<file path="config.mk">
export PLATFORM = sky130hd
export DESIGN_NAME = tmr64_wd
export DESIGN_NICKNAME = d
export VERILOG_FILES = /design/src/rtl/tmr_pkg.sv /design/src/rtl/tmr_sync.sv /design/src/rtl/tmr_half.sv /design/src/rtl/tmr_wdog.sv /design/src/rtl/tmr64_wd.sv
export SDC_FILE = /design/constraint.sdc
export NUM_CORES = 1
export LEC_CHECK = 0
export BUFFER_PORTS_ARGS = -buffer_cell sky130_fd_sc_hd__buf_2
export CORE_MARGIN = 8
export CORE_UTILIZATION = 60
export DETAILED_ROUTE_END_ITERATION = 10
export PLACE_DENSITY = 0.92
export SKIP_LAST_GASP = 1
export SLEW_MARGIN = 20
export SYNTH_ARGS = -nofsm -noshare
export SYNTH_HDL_FRONTEND = slang
export SYNTH_HIERARCHICAL = 1
export SYNTH_SLANG_ARGS = --single-unit
</file>
<file path="constraint.sdc">
create_clock -name clk -period 4.5 [get_ports clk]
set_input_delay 0 -clock clk [delete_from_list [all_inputs] [get_ports clk]]
set_output_delay 0 -clock clk [all_outputs]
set_load 0.03 [all_outputs]
</file>
<file path="src/rtl/tmr_pkg.sv">
package tmr_pkg;

    typedef enum logic [1:0] {
        MODE_GP64     = 2'd0,
        MODE_DUAL_IND = 2'd1,
        MODE_DUAL_CHN = 2'd2,
        MODE_WD       = 2'd3
    } tmr_mode_e;

    typedef enum logic [1:0] {
        WD_OFF   = 2'd0,
        WD_ARMED = 2'd1,
        WD_KEY1  = 2'd2,
        WD_BITE  = 2'd3
    } wd_state_e;

endpackage

</file>
<file path="src/rtl/tmr_sync.sv">
module tmr_sync #(
    parameter int STAGES = 2
) (
    input  logic clk,
    input  logic rst_n,
    input  logic din,
    output logic rise
);
    logic [STAGES-1:0] sync_q;
    logic              prev_q;

    always_ff @(posedge clk or negedge rst_n) begin
        if (!rst_n) begin
            sync_q <= '0;
            prev_q <= 1'b0;
        end else begin
            sync_q <= {sync_q[STAGES-2:0], din};
            prev_q <= sync_q[STAGES-1];
        end
    end

    assign rise = sync_q[STAGES-1] & ~prev_q;
endmodule

</file>
<file path="src/rtl/tmr_half.sv">
module tmr_half #(
    parameter int W = 32
) (
    input  logic         clk,
    input  logic         rst_n,
    input  logic         ld,
    input  logic [W-1:0] ld_val,
    input  logic         clr,
    input  logic         inc,
    output logic [W-1:0] cnt
);
    always_ff @(posedge clk or negedge rst_n) begin
        if (!rst_n) begin
            cnt <= '0;
        end else if (ld) begin
            cnt <= ld_val;
        end else if (clr) begin
            cnt <= '0;
        end else if (inc) begin
            cnt <= cnt + W'(1);
        end
    end
endmodule

</file>
<file path="src/rtl/tmr_wdog.sv">
module tmr_wdog
    import tmr_pkg::*;
#(
    parameter int               KEY_W    = 16,
    parameter logic [KEY_W-1:0] KEY1     = 16'hA5C6,
    parameter logic [KEY_W-1:0] KEY2     = 16'hDA7E,
    parameter int               BITE_CYC = 16
) (
    input  logic             clk,
    input  logic             rst_n,
    input  logic             active,
    input  logic             key_wr,
    input  logic [KEY_W-1:0] key_val,
    input  logic             expire,
    output logic             svc,
    output logic             bite
);
    localparam int CW = $clog2(BITE_CYC + 1);

    wd_state_e st_q, st_d;
    logic [CW-1:0] bite_cnt_q;

    always_comb begin
        st_d = st_q;
        unique case (st_q)
            WD_OFF: begin
                if (active) st_d = WD_ARMED;
            end
            WD_ARMED: begin
                if (expire)                        st_d = WD_BITE;
                else if (key_wr && key_val == KEY1) st_d = WD_KEY1;
            end
            WD_KEY1: begin
                if (expire)      st_d = WD_BITE;
                else if (key_wr) st_d = WD_ARMED;
            end
            WD_BITE: begin
                if (bite_cnt_q == '0) st_d = WD_ARMED;
            end
        endcase
    end

    always_ff @(posedge clk or negedge rst_n) begin
        if (!rst_n) begin
            st_q       <= WD_OFF;
            bite_cnt_q <= '0;
        end else begin
            st_q <= st_d;
            if (st_q != WD_BITE && st_d == WD_BITE) begin
                bite_cnt_q <= CW'(BITE_CYC - 1);
            end else if (st_q == WD_BITE && bite_cnt_q != '0) begin
                bite_cnt_q <= bite_cnt_q - CW'(1);
            end
        end
    end

    always_comb begin
        svc  = 1'b0;
        bite = 1'b0;
        unique case (st_q)
            WD_OFF:   ;
            WD_ARMED: ;
            WD_KEY1:  svc  = key_wr && (key_val == KEY2) && !expire;
            WD_BITE:  bite = 1'b1;
        endcase
    end
endmodule

</file>
<file path="src/rtl/tmr64_wd.sv">
module tmr64_wd
    import tmr_pkg::*;
#(
    parameter int               HALF_W      = 32,
    parameter int               ADDR_W      = 3,
    parameter int               KEY_W       = 16,
    parameter logic [KEY_W-1:0] KEY1        = 16'hA5C6,
    parameter logic [KEY_W-1:0] KEY2        = 16'hDA7E,
    parameter int               WD_BITE_CYC = 16
) (
    input  logic              clk,
    input  logic              rst_n,
    input  logic              reg_wr,
    input  logic [ADDR_W-1:0] reg_addr,
    input  logic [HALF_W-1:0] reg_wdata,
    output logic [HALF_W-1:0] reg_rdata,
    input  logic              timer_in,
    output logic              timer_out,
    output logic              irq_lo,
    output logic              irq_hi,
    output logic              wd_rst
);
    localparam int A_CNT_LO = 0;
    localparam int A_CNT_HI = 1;
    localparam int A_PRD_LO = 2;
    localparam int A_PRD_HI = 3;
    localparam int A_CTRL   = 4;
    localparam int A_GCTRL  = 5;
    localparam int A_WDCTRL = 6;
    localparam int CTRL_W   = 6;
    localparam int KEY_LSB  = HALF_W - KEY_W;

    logic [HALF_W-1:0] cnt [2];
    logic [HALF_W-1:0] prd_q [2];
    logic [CTRL_W-1:0] ctrl_q;
    tmr_mode_e         mode_q;
    logic              wden_q;
    logic [1:0]        run_q;
    logic [1:0]        inc, clr, ld;
    logic              irq_lo_q, irq_hi_q, out_q;

    logic wd_act, wide, dual, chain, ext_rise, tick_src;
    logic m_lo, m_hi, go, go_lo, go_hi;
    logic ev64, ev_lo, ev_hi, lo_event;
    logic wd_svc, wd_bite, key_wr, wr_ctrl;

    // control field decode
    assign wd_act   = (mode_q == MODE_WD) && wden_q;
    assign wide     = wd_act || (mode_q == MODE_GP64);
    assign dual     = (mode_q == MODE_DUAL_IND) || (mode_q == MODE_DUAL_CHN);
    assign chain    = (mode_q == MODE_DUAL_CHN);
    assign tick_src = ctrl_q[4] ? ext_rise : 1'b1;
    assign m_lo     = (cnt[0] == prd_q[0]);
    assign m_hi     = (cnt[1] == prd_q[1]);
    assign wr_ctrl  = reg_wr && (reg_addr == ADDR_W'(A_CTRL));
    assign key_wr   = reg_wr && (reg_addr == ADDR_W'(A_WDCTRL)) && wd_act;

    tmr_sync #(.STAGES(2)) u_sync (
        .clk  (clk),
        .rst_n(rst_n),
        .din  (timer_in),
        .rise (ext_rise)
    );

    for (genvar g = 0; g < 2; g++) begin : g_half
        assign ld[g] = reg_wr && (reg_addr == ADDR_W'(A_CNT_LO + g));
        tmr_half #(.W(HALF_W)) u_half (
            .clk   (clk),
            .rst_n (rst_n),
            .ld    (ld[g]),
            .ld_val(reg_wdata),
            .clr   (clr[g]),
            .inc   (inc[g]),
            .cnt   (cnt[g])
        );
    end

    // counting datapath shared by all uses
    always_comb begin
        inc   = '0;
        clr   = '0;
        go    = 1'b0;
        go_lo = 1'b0;
        go_hi = 1'b0;
        ev64  = 1'b0;
        ev_lo = 1'b0;
        ev_hi = 1'b0;
        if (wide) begin
            go     = wd_act ? 1'b1 : (run_q[0] & tick_src);
            ev64   = go & m_lo & m_hi;
            inc[0] = go & ~(m_lo & m_hi);
            inc[1] = inc[0] & (&cnt[0]);
            clr[0] = (ev64 & (wd_act | ctrl_q[1])) | wd_svc;
            clr[1] = clr[0];
        end else if (dual) begin
            go_lo  = run_q[0] & tick_src;
            ev_lo  = go_lo & m_lo;
            inc[0] = go_lo & ~m_lo;
            clr[0] = ev_lo & ctrl_q[1];
            go_hi  = run_q[1] & (chain ? ev_lo : 1'b1);
            ev_hi  = go_hi & m_hi;
            inc[1] = go_hi & ~m_hi;
            clr[1] = ev_hi & ctrl_q[3];
        end
    end

    assign lo_event = (ev64 & ~wd_act) | ev_lo;

    tmr_wdog #(
        .KEY_W   (KEY_W),
        .KEY1    (KEY1),
        .KEY2    (KEY2),
        .BITE_CYC(WD_BITE_CYC)
    ) u_wdog (
        .clk    (clk),
        .rst_n  (rst_n),
        .active (wd_act),
        .key_wr (key_wr),
        .key_val(reg_wdata[HALF_W-1:KEY_LSB]),
        .expire (ev64 & wd_act),
        .svc    (wd_svc),
        .bite   (wd_bite)
    );

    // configuration registers and run state
    always_ff @(posedge clk or negedge rst_n) begin
        if (!rst_n) begin
            prd_q[0] <= '0;
            prd_q[1] <= '0;
            ctrl_q   <= '0;
            mode_q   <= MODE_GP64;
            wden_q   <= 1'b0;
            run_q    <= '0;
        end else begin
            if (reg_wr && reg_addr == ADDR_W'(A_PRD_LO)) prd_q[0] <= reg_wdata;
            if (reg_wr && reg_addr == ADDR_W'(A_PRD_HI)) prd_q[1] <= reg_wdata;
            if (reg_wr && reg_addr == ADDR_W'(A_GCTRL) && !wd_act)
                mode_q <= tmr_mode_e'(reg_wdata[1:0]);
            if (reg_wr && reg_addr == ADDR_W'(A_WDCTRL) && !wd_act)
                wden_q <= reg_wdata[0];
            if (wr_ctrl) begin
                ctrl_q   <= reg_wdata[CTRL_W-1:0];
                run_q[0] <= |reg_wdata[1:0];
                run_q[1] <= |reg_wdata[3:2];
            end else begin
                if (lo_event && !ctrl_q[1]) run_q[0] <= 1'b0;
                if (ev_hi && !ctrl_q[3])    run_q[1] <= 1'b0;
            end
        end
    end

    // registered event outputs
    always_ff @(posedge clk or negedge rst_n) begin
        if (!rst_n) begin
            irq_lo_q <= 1'b0;
            irq_hi_q <= 1'b0;
            out_q    <= 1'b0;
        end else begin
            irq_lo_q <= lo_event;
            irq_hi_q <= ev_hi;
            out_q    <= ctrl_q[5] ? (out_q ^ lo_event) : lo_event;
        end
    end

    assign irq_lo    = irq_lo_q;
    assign irq_hi    = irq_hi_q;
    assign timer_out = out_q;
    assign wd_rst    = wd_bite;

    always_comb begin
        case (reg_addr)
            ADDR_W'(A_CNT_LO): reg_rdata = cnt[0];
            ADDR_W'(A_CNT_HI): reg_rdata = cnt[1];
            ADDR_W'(A_PRD_LO): reg_rdata = prd_q[0];
            ADDR_W'(A_PRD_HI): reg_rdata = prd_q[1];
            ADDR_W'(A_CTRL):   reg_rdata = HALF_W'(ctrl_q);
            ADDR_W'(A_GCTRL):  reg_rdata = {{(HALF_W-2){1'b0}}, mode_q};
            ADDR_W'(A_WDCTRL): reg_rdata = HALF_W'(wden_q);
            default:           reg_rdata = '0;
        endcase
    end
endmodule

</file>
; Word level (Yosys, flattened, before mapping)
; Cells that the tools add are included.
[classes]
addsub = 3
n_eq_ne = 18
mux = 34
bitwise = 26
reduce_logical = 37
[ops]
columns = operator, n
row1 = 32-bit case mux with 7 select lines, 1
row2 = 32-bit 2-to-1 mux, 6
row3 = 32-bit by 1-bit adder with 32-bit output (second input constant), 2
row4 = 32-bit equality test, 2
row5 = 16-bit equality test (second input constant), 2
row6 = 32-bit AND reduction, 1
row7 = 2-bit 2-to-1 mux, 11
row8 = 1-bit logical AND, 18
row9 = 1-bit bitwise AND, 17
row10 = 1-bit 2-to-1 mux, 13
row11 = 2-bit equality test (second input constant), 5
row12 = 5-bit 2-to-1 mux, 2
row13 = 3-bit equality test (second input constant), 3
row14 = 2-bit case mux with 4 select lines, 1
row15 = 3-bit by 2-bit equality test with 1-bit output (second input constant), 2
row16 = 2-bit nonzero test, 3
row17 = 3-bit nonzero test, 2
row18 = 5-bit zero test, 1
row19 = 1-bit inverter, 5
row20 = 5-bit nonzero test, 1
row21 = 5-bit by 1-bit subtractor with 5-bit output (second input constant), 1
row22 = 2-bit by 1-bit equality test with 1-bit output (second input constant), 2
row23 = 1-bit zero test, 4
row24 = 2-bit zero test, 2
row25 = 7 further kinds, 11
[totals]
ff_bits = 152
in_bits = 39
out_inout_bits = 36

; Longest topological paths before layout
[depth]
word_depth = 16
ltp_mapped = 14
mapped_depth_nobuf = 13

; By module
; The synthesis kept the hierarchy.
[by_module_without_submodules]
columns = module, n_inst, cells_each, area_per_inst_um2, seq_area_each_um2
row1 = tmr64_wd, 1, 429, 4788.3, 1951.9
row2 = tmr_half (g_half[0].u_half), 1, 223, 1916.8, 800.8
row3 = tmr_half (g_half[1].u_half), 1, 223, 1903.1, 800.8
row4 = tmr_wdog, 1, 60, 505.5, 175.2
row5 = tmr_sync, 1, 4, 88.8, 75.1

; Worst setup path before layout
; Ideal clock, no wire load.
[synth_path]
path_type = register -> register
from = reg g_half[0].u_half.cnt[6]
to = reg g_half[1].u_half.cnt[29]
arrival_ns = 2.669
t_required_ns = 4.375
path_slack_ns = 1.706
path_stages_with_launch = 14
period_less_slack_ns = 2.794
path_cell_list = dfrtp_1 -> xor2_1 -> nor4_1 -> nand4_1 -> nor2_4 -> and3_2 -> nand4b_1 -> nor4_1 -> o21ai_0 -> o21ai_1 -> or3_1 -> clkbuf_1 -> o22ai_1 -> nor3_1
[synth_between]
elab_chain_len = 12
word_cells_on_any_way = 28
[synth_lines]
columns = item, line_no
row1 = "start, declared", tmr_half.sv:10  ; output logic [W-1:0] cnt
row2 = "start signal, assigned", tmr_half.sv:16  ; cnt <= ld_val;
row3 = "start signal, assigned", tmr_half.sv:20  ; cnt <= cnt + W'(1);
row4 = 32-bit equality test *, tmr64_wd.sv:53  ; assign m_lo = (cnt[0] == prd_q[0]);
row5 = 1-bit bitwise AND * (2 in a row), tmr64_wd.sv:90  ; ev64 = go & m_lo & m_hi;
row6 = 1-bit 2-to-1 mux *, tmr64_wd.sv:88  ; if (wide) begin
row7 = 1-bit bitwise AND *, tmr64_wd.sv:120  ; .expire (ev64 & wd_act),
row8 = 1-bit zero test *, tmr_wdog.sv:63  ; WD_KEY1: svc = key_wr && (key_val == KEY2) && !expire;
row9 = 1-bit logical AND *, tmr_wdog.sv:63
row10 = 1-bit 2-to-1 mux *, tmr_wdog.sv:60  ; unique case (st_q)
row11 = via wd_svc, tmr64_wd.sv:45  ; logic wd_svc, wd_bite, key_wr, wr_ctrl;
row12 = 1-bit bitwise OR *, tmr64_wd.sv:93  ; clr[0] = (ev64 & (wd_act | ctrl_q[1])) | wd_svc;
row13 = 2-bit 2-to-1 mux *, tmr64_wd.sv:88
row14 = via clr[1], tmr64_wd.sv:39  ; logic [1:0] inc, clr, ld;
row15 = 32-bit 2-to-1 mux, tmr_half.sv:17  ; end else if (clr) begin
row16 = 32-bit 2-to-1 mux, tmr_half.sv:15  ; end else if (ld) begin
row17 = "end signal, assigned", tmr_half.sv:16
row18 = "end signal, assigned", tmr_half.sv:20
row19 = "end, declared", tmr_half.sv:10
; Mark *: on every way through the listed nets, which the timed path passes. The rest lies on a longest branch.
; A chain may end at the register's enable or synchronous reset.

; Worst setup path after layout
[layout_path]
from = reg g_half[1].u_half.cnt[5]
to = reg g_half[0].u_half.cnt[31]
[layout_between]
elab_chain_len = 11
word_cells_on_any_way = 17
[layout_lines]
columns = item, line_no
row1 = 32-bit equality test *, tmr64_wd.sv:54  ; assign m_hi = (cnt[1] == prd_q[1]);
row2 = 1-bit bitwise AND *, tmr64_wd.sv:90
row3 = 1-bit 2-to-1 mux *, tmr64_wd.sv:88
row4 = 1-bit bitwise AND *, tmr64_wd.sv:120
row5 = 1-bit zero test *, tmr_wdog.sv:63
row6 = 1-bit logical AND *, tmr_wdog.sv:63
row7 = 1-bit 2-to-1 mux *, tmr_wdog.sv:60
row8 = via wd_svc, tmr64_wd.sv:45
row9 = 1-bit bitwise OR *, tmr64_wd.sv:93
row10 = 2-bit 2-to-1 mux *, tmr64_wd.sv:88
row11 = via clr[0], tmr64_wd.sv:39
row12 = 32-bit 2-to-1 mux, tmr_half.sv:17
row13 = 32-bit 2-to-1 mux, tmr_half.sv:15
; Marks and branches as above.

==> metrics.txt <==
status complete, no violations; Synth Flop Type dfrtp_1; first drt pass iteration count 11; initial antenna violation count 1; cts bufs inserted 17; Worst Hold Depth 3; grt met2 use 0.521; Max Cap Viol 0; sequential area share after synthesis 0.413; DIE WIDTH 140 um; Die ar. between 0.015 and 0.02 mm^2; Row Count 45; Tcrit/Tclk final 0.992; WS Path Type reg -> reg; average wire per standard cell between 20 and 30 um; CTS tree yes; CP Launch Type register; GRT Residual Overflow 0; setup TNS 0 ns; final WL 34.7 mm; Via Count 9,392; mux cell area share after synthesis 0.0965; CORE AREA around 0.015 mm^2; main combinational cell family by area after synthesis simple AND/OR/NAND/NOR gates; largest net degree at the start of global routing around 120; syn avg cell area ~9.8 um^2; worst skew pair latency between 0.4 and 0.5 ns; met3 usage 0.147; Hold Vio Cnt, Final 0; busiest grt layer met2; worst path cell trace xor2_1, nor4_2, nand4_2, nor2_2, and3_2, nand4b_1, nor4_1, o21ai_0, o31ai_2, nor2_1, nand4_1, o2bb2a_1, o21ai_0; Worst Skew around 0.013 ns; sequential cell area 0.00380 mm^2; Vias/cell about 7.6; Synth Net Count about 990; H-tree levels 4; Antenna Cells 0; Yosys cell types between 60 and 70; final worst slack 0.0382 ns; Adder-Cell Fraction of Synth Area 0.00952; vias in the first global route a little over 9,000; Die Y-Extent ~140 um; peak supply drop 319 uV; Worst path top cell family by delay simple AND/OR/NAND/NOR gates; final slew viol count 0; Clock transition at path regs roughly 0.06 ns; IO Port Bufs 74; Post-Synth Simple-Gate Area 0.198; crit-path most repeated cell o21ai_0; crit path buf inv count 0; layout cell share with drive strength beyond 1 0.205; FILL cells around 950; Hold WS approximately 0.11 ns; Mapped Area a little over 0.009 mm^2; CP arrival about 4.8 ns; Pleak 0.00460 uW; cells after synthesis between 900 and 1,000; Synth Area in Compound Gates 0.151; first-pass GRT wire length 53.1 mm; pwr dens 484 mW/mm^2; RR Endpoint g_half[0].u_half/cnt[31]; area of the multi-input gates 0.00517 mm^2; IO Pins 75; HP Class in -> reg; GRT Resource Usage Total 0.356; RR Startpoint g_half[1].u_half/cnt[5]; Final min period approximately 4.5 ns; Worst EP required 4.87 ns; synthesis-stage register bit count between 150 and 200; Slew headroom 0.351; grt met1 use 0.418; Synth Warn # 6; Clock Root Buffer clkbuf_16; CP Capture Type register; RSZ-0062 raised after global routing false; DR iter-0 viols between 2,000 and 2,500; Worst Path Max Fanout 12; # setup viols final 0; r2r setup slk roughly 0.038 ns; Crit path largest cell delay 0.73 ns; slowest CP cell nor4_2; nets@finish approximately 1,100; Detail Route Antenna Nets 0; ys async rst share 1.00; drc violations 0; dpl hpwl 21.5 mm; initial core utilization 0.610; routability cong. approximately 1.1; CTS Sinks around 150; clk buf depth 2; total design power 5180 uW; Placement Setup Slack 0.819 ns; XOR/XNOR share of the synthesized area 0.105; Area Growth Syn to Fin 16.3%; # Post-CTS Setup Buffers 0; highest clock rate 224 MHz; R2R depth 13; hold path start reg_addr[0]; Hold EP wden_q; worst slew pin tran 0.973 ns; Post-synth EDFFs 0
==> per-stage QoR <==
stage | instance area (um^2) | utilization | cells
after floorplan | 9200 | - | 939
after global placement | 9720 | 0.644 | 1169
after detailed placement | 9720 | 0.644 | 1169
after CTS | 10700 | 0.708 | 1235
after global routing | 10700 | 0.709 | 1235
final | 10700 | 0.709 | 1235
==> layer usage <==
layer,routed length [um],vias up
met5,46,-
met4,3140,4
met3,5390,349
met2,14700,1055
met1,11400,4315
li1,-,3669
==> placed cells by master, fill, tap and decap left out, drive strengths merged, types with 4 or more instances in the layout <==
cell type,netlist,routed
xor2,99,99
or3,5,5
and2,8,8
a32o,4,4
a22o,32,32
nor4,23,23
nand3,31,31
ha,7,7
o21ai,68,68
or2,6,6
clkinv,0,5
mux2,70,70
nor2b,4,4
o21a,4,4
clkbuf,26,21
xnor2,11,11
nand2,112,112
nor3,17,17
inv,13,14
buf,19,86
a221o,30,30
nand4,53,53
dfrtp,152,152
nor2,48,48
and3,13,13
bufinv,0,4
dlygate4sd3,0,34
mux2i,10,10
a21oi,32,32
o31ai,9,9
==> final cells by class <==
type / count / share of cell area
clock buffers: 20 / 0.0427
multi-input cells: 729 / 0.483
well taps: 188 / 0.0220
flip-flops and latches: 152 / 0.355
clock inverters: 12 / 0.0161
repair buffers: 121 / 0.0763
inverters: 13 / 0.00456
==> cell families (layout without fill, tap and decap cells) <==
group	Yosys count	after routing
buffers and inverters	58	166
multiplexers	80	80
AO/OA/AOI/OAI	199	199
adder cells (fa/ha/maj)	7	7
flip-flops	152	152
XOR/XNOR	110	110
AND/OR/NAND/NOR	333	333
==> how the worst max path moves through the flow <==
| stage | start | to | slack (ns) | cells past startpoint |
|---|---|---|---|---|
| detailed placement | g_half[1].u_half/cnt[5] | g_half[0].u_half/cnt[31] | 0.82 | 13 |
| finish | g_half[1].u_half/cnt[5] | g_half[0].u_half/cnt[31] | 0.04 | 13 |
| floorplan | g_half[0].u_half/cnt[6] | g_half[1].u_half/cnt[29] | 1.71 | 13 |
| CTS | g_half[1].u_half/cnt[5] | g_half[0].u_half/cnt[31] | 0.80 | 13 |
| global placement | g_half[1].u_half/cnt[1] | g_half[0].u_half/cnt[31] | 1.08 | 13 |
| global route | g_half[1].u_half/cnt[5] | g_half[0].u_half/cnt[31] | 0.07 | 13 |
==> worst register-to-register path, stage by stage, from the launching register on <==
cell	delay [ns]
dfrtp_1	0.62
xor2_1	0.34
nor4_2	0.73
nand4_2	0.31
nor2_2	0.29
and3_2	0.31
nand4b_1	0.14
nor4_1	0.06
o21ai_0	0.16
o31ai_2	0.23
nor2_1	0.64
nand4_1	0.16
o2bb2a_1	0.32
o21ai_0	0.08
==> power breakdown <==
| part | internal, uW | switching [uW] | leakage, uW |
|---|---|---|---|
| clock | 955 | 604 | 0.000306 |
| sequential | 1650 | 584 | 0.00188 |
| combinational | 544 | 838 | 0.00241 |
| total | 3150 | 2030 | 0.00460 |
==> registers in the layout, indices dropped and copies added, names as in the netlist <==
signal / count
irq_hi: 1
u_wdog/st_q: 2
run_q: 2
prd_q: 64
ctrl_q: 6
mode_q: 2
irq_lo: 1
u_wdog/bite_cnt_q: 5
g_half.u_half/cnt: 64
wden_q: 1
u_sync/prev_q: 1
timer_out: 1
u_sync/sync_q: 2
==> cell usage after synthesis (3+ instances only) <==
cell        n  area (um^2)
nand3_1    30          150
and3_2      3         22.5
nor2_1     41          154
xnor2_1    11         96.3
or2_2       5         31.3
dfrtp_1   152         3800
mux2i_1    10          100
xor2_1     99          867
a21oi_1    32          160
nor3_1     15         75.1
o31ai_1     8         60.1
nor2b_1     3         18.8
a22o_1     31          272
nand4b_1    3         26.3
a22oi_1     3         22.5
and3_1     10         62.6
buf_4       4         30.0
inv_1      12         45.0
nand2_1   112          420
ha_1        7         87.6
nor4_2      5         62.6
buf_2      13         65.1
nor4_1     16          100
a221o_1    30          300
mux2_2     57          642
a31oi_1     3         18.8
and2_1      6         37.5
o21ai_1    12         60.1
clkbuf_1   26         97.6
o21a_1      3         22.5
nor2_2      5         31.3
mux2_1     13          146
nand4_1    49          307
a32o_1      4         40.0
or3_1       5         31.3
o21ai_0    56          280
==> repair_timing <==
| action | 4_1_cts | 5_1_grt |
|---|---|---|
| setup endpoints to repair | 0 | 1 |
| resized for setup | 0 | 2 |
| hold endpoints to repair | 246 | 0 |
| hold buffers | 34 | 0 |
(Power assumes the default switching activity.)
